<file path="src/rtl/pd_tx_pkg.sv">
package pd_tx_pkg;

  localparam int SYM_W     = 5;
  localparam int OSET_SYMS = 4;
  localparam int OSET_W    = SYM_W * OSET_SYMS;

  typedef logic [SYM_W-1:0] kcode_t;

  localparam kcode_t K_SYNC1 = 5'h18;
  localparam kcode_t K_SYNC2 = 5'h11;
  localparam kcode_t K_SYNC3 = 5'h06;
  localparam kcode_t K_RST1  = 5'h07;
  localparam kcode_t K_RST2  = 5'h19;
  localparam kcode_t K_EOP   = 5'h0D;

  typedef enum logic [2:0] {
    ST_IDLE,
    ST_GAP,
    ST_PRE,
    ST_OSET,
    ST_DATA,
    ST_EOP,
    ST_TAIL
  } tx_state_t;

  // First symbol on the wire sits in the low bits.
  function automatic logic [OSET_W-1:0] pack_oset(kcode_t s0, kcode_t s1, kcode_t s2, kcode_t s3);
    return {s3, s2, s1, s0};
  endfunction

  function automatic logic [OSET_W-1:0] oset_word(logic [2:0] code);
    logic [OSET_W-1:0] w;
    unique case (code)
      3'd0:    w = pack_oset(K_SYNC1, K_SYNC1, K_SYNC1, K_SYNC2);
      3'd1:    w = pack_oset(K_SYNC1, K_SYNC1, K_SYNC3, K_SYNC3);
      3'd2:    w = pack_oset(K_SYNC1, K_SYNC3, K_SYNC1, K_SYNC3);
      3'd3:    w = pack_oset(K_SYNC1, K_RST2,  K_RST2,  K_SYNC3);
      3'd4:    w = pack_oset(K_SYNC1, K_RST2,  K_SYNC3, K_SYNC2);
      3'd5:    w = pack_oset(K_RST1,  K_RST1,  K_RST1,  K_RST2);
      3'd6:    w = pack_oset(K_RST1,  K_SYNC1, K_RST1,  K_SYNC3);
      default: w = '0;
    endcase
    return w;
  endfunction

  function automatic logic is_reset_code(logic [2:0] code);
    return (code == 3'd5) || (code == 3'd6);
  endfunction

  function automatic logic is_legal_code(logic [2:0] code);
    return code != 3'd7;
  endfunction

  function automatic logic is_tx_state(tx_state_t s);
    return (s == ST_PRE) || (s == ST_OSET) || (s == ST_DATA) || (s == ST_EOP);
  endfunction

endpackage

</file>
<file path="src/rtl/pd_hbit_div.sv">
module pd_hbit_div #(
  parameter int DIV = 27
) (
  input  logic clk,
  input  logic rst_n,
  input  logic run,
  output logic tick
);
  localparam int CW = (DIV > 1) ? $clog2(DIV) : 1;
  localparam logic [CW-1:0] LAST = CW'(DIV - 1);

  logic [CW-1:0] cnt;

  always_ff @(posedge clk or negedge rst_n) begin
    if (!rst_n) begin
      cnt <= '0;
    end else if (!run) begin
      cnt <= '0;
    end else if (cnt == LAST) begin
      cnt <= '0;
    end else begin
      cnt <= cnt + 1'b1;
    end
  end

  assign tick = run && (cnt == LAST);

  AST_TICK_SPACING: assert property (@(posedge clk) disable iff (!rst_n) tick |=> !tick);

endmodule

</file>
<file path="src/rtl/pd_bmc_line.sv">
module pd_bmc_line (
  input  logic clk,
  input  logic rst_n,
  input  logic bit_begin,
  input  logic bit_val,
  input  logic bit_mid,
  input  logic halt,
  output logic line,
  output logic drv_en
);
  logic held;

  always_ff @(posedge clk or negedge rst_n) begin
    if (!rst_n) begin
      line   <= 1'b0;
      drv_en <= 1'b0;
      held   <= 1'b0;
    end else if (halt) begin
      line   <= 1'b0;
      drv_en <= 1'b0;
      held   <= 1'b0;
    end else if (bit_begin) begin
      line   <= ~line;
      drv_en <= 1'b1;
      held   <= bit_val;
    end else if (bit_mid && held) begin
      line   <= ~line;
    end
  end

  AST_BIT_EDGE: assert property (@(posedge clk) disable iff (!rst_n)
    (bit_begin && !halt) |=> (line != $past(line)));
  AST_MID_ZERO: assert property (@(posedge clk) disable iff (!rst_n)
    (bit_mid && !held && !halt && !bit_begin) |=> $stable(line));
  AST_IDLE_LOW: assert property (@(posedge clk) disable iff (!rst_n)
    !drv_en |-> !line);

endmodule

</file>
<file path="src/rtl/pd_frame_seq.sv">
module pd_frame_seq
  import pd_tx_pkg::*;
#(
  parameter int IFG_TICKS     = 17,
  parameter int PREAMBLE_BITS = 64
) (
  input  logic             clk,
  input  logic             rst_n,
  input  logic             start,
  input  logic [2:0]       ftype,
  input  logic             tick,
  input  logic [SYM_W-1:0] sym_data,
  input  logic             sym_valid,
  input  logic             sym_last,
  output logic             sym_ready,
  output logic             run,
  output logic             bit_begin,
  output logic             bit_val,
  output logic             bit_mid,
  output logic             halt,
  output logic             done,
  output logic             underrun
);
  localparam int SPAN = (IFG_TICKS > PREAMBLE_BITS) ? IFG_TICKS : PREAMBLE_BITS;
  localparam int CW   = $clog2(SPAN + OSET_W + 1);
  localparam logic [CW-1:0] GAP_END  = CW'(IFG_TICKS - 1);
  localparam logic [CW-1:0] PRE_END  = CW'(PREAMBLE_BITS - 1);
  localparam logic [CW-1:0] OSET_END = CW'(OSET_W - 1);
  localparam logic [CW-1:0] SYM_END  = CW'(SYM_W - 1);

  tx_state_t         state;
  logic [CW-1:0]     cnt;
  logic              phase;
  logic [OSET_W-1:0] oset_sr;
  logic [SYM_W-1:0]  sym_sr;
  logic              last_q;
  logic              rst_q;

  logic accept, gap_last, in_tx, begin_evt, need_sym, starve, tail_evt;

  assign run       = (state != ST_IDLE);
  assign accept    = (state == ST_IDLE) && start && is_legal_code(ftype);
  assign gap_last  = (state == ST_GAP) && (cnt == GAP_END);
  assign in_tx     = is_tx_state(state);
  assign begin_evt = tick && (gap_last || (in_tx && !phase));
  assign need_sym  = (state == ST_DATA) && (cnt == '0);
  assign sym_ready = begin_evt && need_sym;
  assign starve    = sym_ready && !sym_valid;
  assign tail_evt  = tick && (state == ST_TAIL);
  assign halt      = starve || tail_evt;
  assign bit_begin = begin_evt && !starve;
  assign bit_mid   = tick && in_tx && phase;

  always_comb begin
    unique case (state)
      ST_PRE:  bit_val = cnt[0];
      ST_OSET: bit_val = oset_sr[0];
      ST_DATA: bit_val = need_sym ? sym_data[0] : sym_sr[0];
      ST_EOP:  bit_val = sym_sr[0];
      default: bit_val = 1'b0;
    endcase
  end

  always_ff @(posedge clk or negedge rst_n) begin
    if (!rst_n) begin
      state    <= ST_IDLE;
      cnt      <= '0;
      phase    <= 1'b0;
      oset_sr  <= '0;
      sym_sr   <= '0;
      last_q   <= 1'b0;
      rst_q    <= 1'b0;
      done     <= 1'b0;
      underrun <= 1'b0;
    end else begin
      done <= 1'b0;
      unique case (state)
        ST_IDLE: begin
          if (accept) begin
            state    <= ST_GAP;
            cnt      <= '0;
            phase    <= 1'b0;
            oset_sr  <= oset_word(ftype);
            rst_q    <= is_reset_code(ftype);
            underrun <= 1'b0;
          end
        end
        ST_GAP: begin
          if (tick) begin
            if (gap_last) begin
              state <= ST_PRE;
              cnt   <= '0;
              phase <= 1'b1;
            end else begin
              cnt <= cnt + 1'b1;
            end
          end
        end
        ST_TAIL: begin
          if (tick) begin
            state <= ST_IDLE;
            done  <= 1'b1;
          end
        end
        default: begin
          if (starve) begin
            state    <= ST_IDLE;
            cnt      <= '0;
            phase    <= 1'b0;
            done     <= 1'b1;
            underrun <= 1'b1;
          end else if (begin_evt) begin
            phase <= 1'b1;
            if (need_sym) begin
              sym_sr <= sym_data;
              last_q <= sym_last;
            end
          end else if (bit_mid) begin
            phase <= 1'b0;
            unique case (state)
              ST_PRE: begin
                if (cnt == PRE_END) begin
                  state <= ST_OSET;
                  cnt   <= '0;
                end else begin
                  cnt <= cnt + 1'b1;
                end
              end
              ST_OSET: begin
                oset_sr <= oset_sr >> 1;
                if (cnt == OSET_END) begin
                  cnt   <= '0;
                  state <= rst_q ? ST_TAIL : ST_DATA;
                end else begin
                  cnt <= cnt + 1'b1;
                end
              end
              ST_DATA: begin
                if (cnt == SYM_END) begin
                  cnt <= '0;
                  if (last_q) begin
                    state  <= ST_EOP;
                    sym_sr <= K_EOP;
                  end
                end else begin
                  cnt    <= cnt + 1'b1;
                  sym_sr <= sym_sr >> 1;
                end
              end
              ST_EOP: begin
                sym_sr <= sym_sr >> 1;
                if (cnt == SYM_END) begin
                  cnt   <= '0;
                  state <= ST_TAIL;
                end else begin
                  cnt <= cnt + 1'b1;
                end
              end
              default: ;
            endcase
          end
        end
      endcase
    end
  end

  AST_DONE_ONE_CYCLE: assert property (@(posedge clk) disable iff (!rst_n) done |=> !done);
  AST_READY_ON_TICK: assert property (@(posedge clk) disable iff (!rst_n) sym_ready |-> tick);
  AST_RESET_NO_PAYLOAD: assert property (@(posedge clk) disable iff (!rst_n)
    (run && rst_q) |-> !sym_ready);
  AST_UNDERRUN_ENDS: assert property (@(posedge clk) disable iff (!rst_n)
    $rose(underrun) |-> done);
  AST_BUSY_IGNORE: assert property (@(posedge clk) disable iff (!rst_n)
    (run && start && !tick) |=> $stable(oset_sr));

endmodule

</file>
<file path="src/rtl/pd_bmc_tx.sv">
module pd_bmc_tx #(
  parameter int CLK_DIV       = 27,
  parameter int IFG_TICKS     = 17,
  parameter int PREAMBLE_BITS = 64
) (
  input  logic       clk,
  input  logic       rst_n,
  input  logic       start,
  input  logic [2:0] frame_type,
  input  logic [4:0] sym_data,
  input  logic       sym_valid,
  input  logic       sym_last,
  output logic       sym_ready,
  output logic       line_out,
  output logic       line_drive_en,
  output logic       frame_done,
  output logic       underrun
);
  logic run, tick, bit_begin, bit_val, bit_mid, halt;

  pd_hbit_div #(.DIV(CLK_DIV)) u_div (
    .clk  (clk),
    .rst_n(rst_n),
    .run  (run),
    .tick (tick)
  );

  pd_frame_seq #(
    .IFG_TICKS    (IFG_TICKS),
    .PREAMBLE_BITS(PREAMBLE_BITS)
  ) u_seq (
    .clk      (clk),
    .rst_n    (rst_n),
    .start    (start),
    .ftype    (frame_type),
    .tick     (tick),
    .sym_data (sym_data),
    .sym_valid(sym_valid),
    .sym_last (sym_last),
    .sym_ready(sym_ready),
    .run      (run),
    .bit_begin(bit_begin),
    .bit_val  (bit_val),
    .bit_mid  (bit_mid),
    .halt     (halt),
    .done     (frame_done),
    .underrun (underrun)
  );

  pd_bmc_line u_line (
    .clk      (clk),
    .rst_n    (rst_n),
    .bit_begin(bit_begin),
    .bit_val  (bit_val),
    .bit_mid  (bit_mid),
    .halt     (halt),
    .line     (line_out),
    .drv_en   (line_drive_en)
  );

  AST_DRIVE_ONLY_BUSY: assert property (@(posedge clk) disable iff (!rst_n)
    line_drive_en |-> run);

endmodule

</file>
<file path="config.mk">
export PLATFORM = sky130hd
export DESIGN_NAME = pd_bmc_tx
export DESIGN_NICKNAME = d
export VERILOG_FILES = /design/src/rtl/pd_tx_pkg.sv /design/src/rtl/pd_hbit_div.sv /design/src/rtl/pd_bmc_line.sv /design/src/rtl/pd_frame_seq.sv /design/src/rtl/pd_bmc_tx.sv
export SDC_FILE = /design/constraint.sdc
export NUM_CORES = 1
export LEC_CHECK = 0
export ABC_AREA = 1
export BUFFER_PORTS_ARGS = -buffer_cell sky130_fd_sc_hd__buf_2
export CORE_UTILIZATION = 60
export CTS_CLUSTER_DIAMETER = 50
export DETAILED_ROUTE_END_ITERATION = 6
export HOLD_SLACK_MARGIN = 0.05
export PLACE_DENSITY = 0.89
export SLEW_MARGIN = 20
export SYNTH_ARGS = -nofsm -noshare
export SYNTH_HDL_FRONTEND = slang
export SYNTH_SLANG_ARGS = --single-unit
</file>
<file path="constraint.sdc">
create_clock -name clk -period 4.5 [get_ports clk]
set_input_delay 0.675 -clock clk [delete_from_list [all_inputs] [get_ports clk]]
set_output_delay 0.675 -clock clk [all_outputs]
set_load 0.01 [all_outputs]
</file>
==> results of run 1 <==
-- layer usage --
metal	share of wire [%]	routed length (µm)
met5	0	0
met1	45	2840
met4	2.0	125
met3	4.6	289
met2	48	3040
-- worst max-delay path by stage --
stage                     slack (ns)  cells past startpoint                 to           start
after global routing            1.27                      9  u_seq.oset_sr[15]  u_seq.state[2]
final                           1.67                      9  u_seq.oset_sr[15]  u_seq.state[2]
after detailed placement        1.72                      9  u_seq.oset_sr[15]  u_seq.state[2]
after floorplan                 2.43                      6          sym_ready  u_seq.state[2]
after global placement          1.88                      9  u_seq.oset_sr[15]  u_seq.state[2]
after CTS                       1.68                      9  u_seq.oset_sr[15]  u_seq.state[2]
-- cell type report --
| cell class | count | share of cell area, % |
|---|---|---|
| Sequential cell | 48 | 37.4 |
| Timing Repair Buffer | 17 | 2.73 |
| Tap cell | 67 | 2.61 |
| Multi-Input combinational cell | 303 | 46.9 |
| Clock buffer | 5 | 2.14 |
| Inverter | 67 | 7.83 |
| Clock inverter | 2 | 0.390 |
-- worst max-delay path, delay by kind of cell (launching register included) --
kind	cells	cell delay (ns)
buf+inv	2	0.26
compound gates	2	0.30
simple gates	5	1.59
flops	1	0.56
-- stage by stage --
stage               setup WS (ns)  total power (W)
floorplan                    2.43          0.00148
global placement             1.88          0.00162
detailed placement           1.72          0.00165
CTS                          1.68          0.00190
global route                 1.27          0.00208
finish                       1.67          0.00190
-- Yosys cell counts (all sizes together) (2+ instances only) --
library cell,number
ha,6
xor2,5
nand2,125
o211ai,4
a22oi,2
nor2,34
nand4,7
o31ai,2
nor3,6
buf,11
a31oi,4
inv,66
clkbuf,3
a21oi,11
o21ai,56
dfrtp,48
o22ai,2
nand3,35
-- cells by family (layout without fill, tap and decap cells) --
kind of cell | after synthesis | count (layout)
compound gates | 83 | 83
xor+xnor | 6 | 6
fa+ha+maj | 6 | 6
buf+inv | 81 | 91
flops | 48 | 48
simple gates | 208 | 208
-- placed cells by master (no fill, tap or decap), types with 5 or more instances in the layout --
| master | n |
|---|---|
| nand2_1 | 119 |
| inv_1 | 57 |
| dfrtp_1 | 48 |
| o21ai_0 | 41 |
| nand3_1 | 34 |
| nor2_1 | 32 |
| buf_2 | 16 |
| o21ai_1 | 15 |
| a21oi_1 | 10 |
| inv_2 | 9 |
| nand4_1 | 6 |
| ha_1 | 6 |
| xor2_1 | 5 |
| clkbuf_8 | 5 |
-- where the power goes --
group / switching, W / total, W / leakage [nW] / internal (W)
clock network: 0.000142 / 0.000247 / 0.0400 / 0.000105
registers: 0.000103 / 0.000666 / 0.628 / 0.000563
logic: 0.000684 / 0.000991 / 1.00 / 0.000306
total: 0.000929 / 0.00190 / 1.67 / 0.000975
-- state kept, by name, summed over array words and instances (netlist names) --
name            cells
u_div.cnt           5
u_seq.oset_sr      20
u_line.drv_en       1
u_seq.last_q        1
u_seq.sym_sr        5
u_seq.state         3
u_seq.rst_q         1
u_seq.phase         1
u_seq.cnt           7
u_line.held         1
u_seq.underrun      1
u_seq.done          1
u_line.line         1
==> impl_metrics.ini, run 1 <==
[clocking]
cts_buffer_depth = 2
cts_made_buffers = 5
clk_pin_slew_worst_paths_ns = 0.09
cts_tree = done
cts_hold_buf = 0
cts.sinks = 48
ctsResizeCount = 0
clock_latency_ns = 0.30
htree_levels = 2
cts_post_setup_buffers_inserted = 0
cts-root-buf = clkbuf_8

[logic_synthesis]
synth_seq_cells = 48
synth_area_leaders = dfrtp_1 (40%), nand2_1 (15%), inv_1 (7.0%)
yosysTopAreaCell = dfrtp_1
yosysWarnings = 0
synth_compound_area_share_pct = 14.9
synth_top_family_by_area = simple AND/OR/NAND/NOR gates
yosys.area_share.adder_pct = 2.47
synthFlopType = dfrtp_1
synth_area_um2 = 3040
synth_area_per_cell_um2 = 7.04
muxShareOfSynthArea_pct = 0
synthArstFlopShare_pct = 100
synthesis.nets = 451
synthXorXnorAreaFrac_pct = 1.73
synth_edf_count = 0
synth_top_cell_area_share_pct = 39.5
synth_cell_types = 34
synth-simple-area-share_pct = 30.4
synth-seq-area-share_pct = 39.5
netlist_instances = 432

[setup_path]
cp.required_ns = 4.68
crit_chain = inv_2, nand2_1, nand3_1, nor2_1, nand2_1, nand2_1, inv_1, a21oi_1, a22oi_1
reg2reg_depth = 9
worstReg2RegStart = u_seq.state[2]
arrival_ns = 3.01
timing_worst_setup_path_type = reg -> reg
timing.rr.end = u_seq.oset_sr[15]
cp_common_cell = nand2_1
critPathMaxStageDelay_ns = 0.76
crit_fanout = 38
r2r_slack_ns = 1.67
crit_path_start_kind = flop
crit_path_end_kind = flop
slowest_stage = nand2_1

[final_layout]
fin_cells = 509
nNetsFinal = 461
stdcell_area_um2 = 3210
multi_input_area_um2 = 1510
seq_area_um2 = 1200
final_layout_size_suffix_gt1_share_pct = 10.6
diodes = 0
area_delta_synth_final_pct = 5.60
final_util_pct = 67.1
n_fill_cell = 434

[detailed_routing]
vias = 2768
postRouteAntennaNets = 0
wire_per_inst_um = 12.4
wl_um = 6290
via_per_inst = 5.44
dr.pass1.iters = 6
drt-initial-drc-count = 254
drc_errors = 0

[global_route]
grt_antenna_before_repair = 0
grt_pass1_vias = 2471
overflow = 0
grt_pass1_wl_um = 10600
busiest_layer = met2
gr-usage-met1_pct = 33.4
grt_use_met2_pct = 42.1
met3_usage_pct = 4.56
grt_usage_pct = 25.6
grt_max_degree = 49

[run_status]
status = finished, final reports clean

[place]
dp_hpwl_um = 4720
portBuffers = 17
place_inst = 502
placed_area_um2 = 3130
finalWeightedCongestion = 1.02

[timing]
hold_viol_final = 0
skew_ns = 0.00470
maxSlewViolCount = 0
layout_min_cycle_time_ns = 2.83
fin_crit_sh_pct = 62.9
rsz0062_at_grt = no
relSlewSlack_pct = 31.0
setup_tns_ns = 0
tightest_slew_ns = 1.03
clock.fmax_mhz = 353
fin_hold_ws_ns = 0.363
final-setup-viol-count = 0

[floorplan]
core_um2 = 4790
top_level_ports = 18
die_area_um2 = 5360
start_util_pct = 63.5
die_w_um = 73.2
row_count = 25
die_y_um = 73.2

[pwr]
p_leak_nw = 1.67
ir_drop_mv = 0.360
power_density_nw_per_um2 = 593

[min_path]
worstHoldPathType = in -> async

[run]
maxCapViolCount = 0
No activity file was read; power rests on OpenSTA's default activity.
==> run 2: changes to the inputs <==
Clock period 4.5 ns to 2.9 ns, I/O delays scaled along.
==> run 2 against run 1 <==
Hold slack got worse by 0.24 ns. Wire length rose by 6.6%. Highest routed layer unchanged. Cell area rose by 1.6%. Clock-buffer cell count did not move. Largest power group unchanged. Sequential power rose by 56%. Power rose by 63%. Clock power rose by 95%. Largest cell class unchanged. Register-to-register slack got worse by 1.2 ns. Sequential cell count did not move. Final cell count rose by 0.79%.
==> impl_metrics.ini, run 2 (synthesized netlist as in run 1, its figures left out) <==
[run_status]
status = finished, final reports clean

[setup_path]
reg2reg_depth = 11
crit_path_start_kind = flop
cp.required_ns = 2.47
crit_fanout = 10
timing.rr.end = u_seq.cnt[1]
worstReg2RegStart = u_seq.state[1]
crit_path_end_kind = primary output
r2r_slack_ns = 0.44
timing_worst_setup_path_type = reg -> out
arrival_ns = 2.13

[floorplan]
row_count = 25
die_w_um = 73.2
start_util_pct = 63.5
top_level_ports = 18
die_y_um = 73.2
die_area_um2 = 5360
core_um2 = 4790

[final_layout]
final_layout_size_suffix_gt1_share_pct = 11.4
largest_register_ffs = 20
layout_commonest_cell = nand2_1
area_delta_synth_final_pct = 7.33
fin_cells = 513
nNetsFinal = 464
top_register = u_seq.oset_sr
diodes = 0
multi_input_area_um2 = 1510
seq_area_um2 = 1200
top_regs = u_seq.oset_sr (20), u_seq.cnt (7)
stdcell_area_um2 = 3260
n_fill_cell = 424
final_cell_mix = nand2_1 (119), inv_1 (57), dfrtp_1 (48), o21ai_0 (41), nand3_1 (34)

[timing]
maxSlewViolCount = 0
relSlewSlack_pct = 60.7
setup_tns_ns = 0
skew_ns = 0.00656
clock.fmax_mhz = 390
tightest_slew_ns = 0.589
rsz0062_at_grt = no
layout_min_cycle_time_ns = 2.56
final-setup-viol-count = 0
fin_crit_sh_pct = 88.3
hold_viol_final = 0

[detailed_routing]
via_per_inst = 5.63
drc_errors = 0
wl_um = 6710
wire_per_inst_um = 13.1
drt-initial-drc-count = 316
postRouteAntennaNets = 0
dr.pass1.iters = 5
vias = 2889

[clocking]
cts_made_buffers = 5
cts_hold_buf = 0
cts.sinks = 48
cts-root-buf = clkbuf_8
ctsResizeCount = 0
clock_latency_ns = 0.30
htree_levels = 2
cts_post_setup_buffers_inserted = 0
clk_pin_slew_worst_paths_ns = 0.09
cts_buffer_depth = 2
cts_tree = done

[pwr]
p_seq_share_pct = 33.5
p_clk_share_pct = 15.5
p_switching_w = 0.00148
switching_share_pct = 47.7
p_int_w = 0.00163
ir_drop_mv = 0.602
power_density_nw_per_um2 = 953
p_leak_nw = 1.70
combPwrFrac_pct = 51.0

[place]
finalWeightedCongestion = 0.939
dp_hpwl_um = 4900
portBuffers = 17
placed_area_um2 = 3150
place_inst = 505

[global_route]
overflow = 0
grt_usage_pct = 26.9
met3_usage_pct = 5.25
grt_antenna_before_repair = 0
grt_use_met2_pct = 46.0
grt_pass1_wl_um = 11000
grt_pass1_vias = 2521
gr-usage-met1_pct = 33.0
grt_max_degree = 49
busiest_layer = met2

[run]
maxCapViolCount = 0

[min_path]
worstHoldPathType = in -> async
## run 2: cell count changes in the layout (fill, tap and decap cells not counted), sizes merged
cell and delta:
buf +3, bufinv +1
## run 2: cell type report
cell class	instances	area share, %
Inverter	67	7.71
Clock inverter	3	1.30
Tap cell	67	2.57
Timing Repair Buffer	20	3.37
Clock buffer	5	2.11
Sequential cell	48	36.8
Multi-Input combinational cell	303	46.1
## run 2: worst max path at each step
stage / start / endpoint / slack [ns] / cells after the start
after floorplan: u_seq.state[1] / u_seq.cnt[6] / 1.00 / 10
after global placement: u_seq.cnt[0] / u_seq.cnt[1] / 0.60 / 11
after detailed placement: u_seq.state[1] / u_seq.cnt[1] / 0.49 / 11
after CTS: u_seq.state[1] / sym_ready / 0.35 / 7
after global routing: u_seq.state[1] / u_seq.cnt[0] / 0.15 / 11
final: u_seq.state[1] / sym_ready / 0.34 / 7
## run 2: stage by stage
stage / hold slack [ns] / util, % / power [W] / setup WS, ns
2_1_floorplan: 0.139 / - / 0.00230 / 1.00
3_3_place_gp: 0.471 / 65.8 / 0.00254 / 0.601
3_5_place_dp: 0.485 / 65.8 / 0.00261 / 0.495
4_1_cts: 0.342 / 68.1 / 0.00309 / 0.353
5_1_grt: 0.179 / 68.2 / 0.00338 / 0.155
6_report: 0.123 / 68.2 / 0.00311 / 0.339
## run 2: metal layers
layer	vias to the layer above	part of all wire (%)
met3	20	6.1
met5	-	0
li1	1416	-
met1	1336	42
met4	0	2.7
met2	117	49
## run 2: critical path, stage by stage (launching register included)
cell	delay, ns
dfrtp_1	0.58
inv_1	0.14
ha_1	0.35
nand2_1	0.08
nand2_2	0.10
nand2_2	0.16
nor3_4	0.23
buf_2	0.18
## run 2: power groups by stage
stage	combinational (W)	sequential (W)	clock (W)
detailed placement	0.00156	0.00105	0
global route	0.00180	0.00106	0.000520
floorplan	0.00134	0.000961	0
CTS	0.00157	0.00104	0.000491
global placement	0.00151	0.00104	0
finish	0.00159	0.00104	0.000482
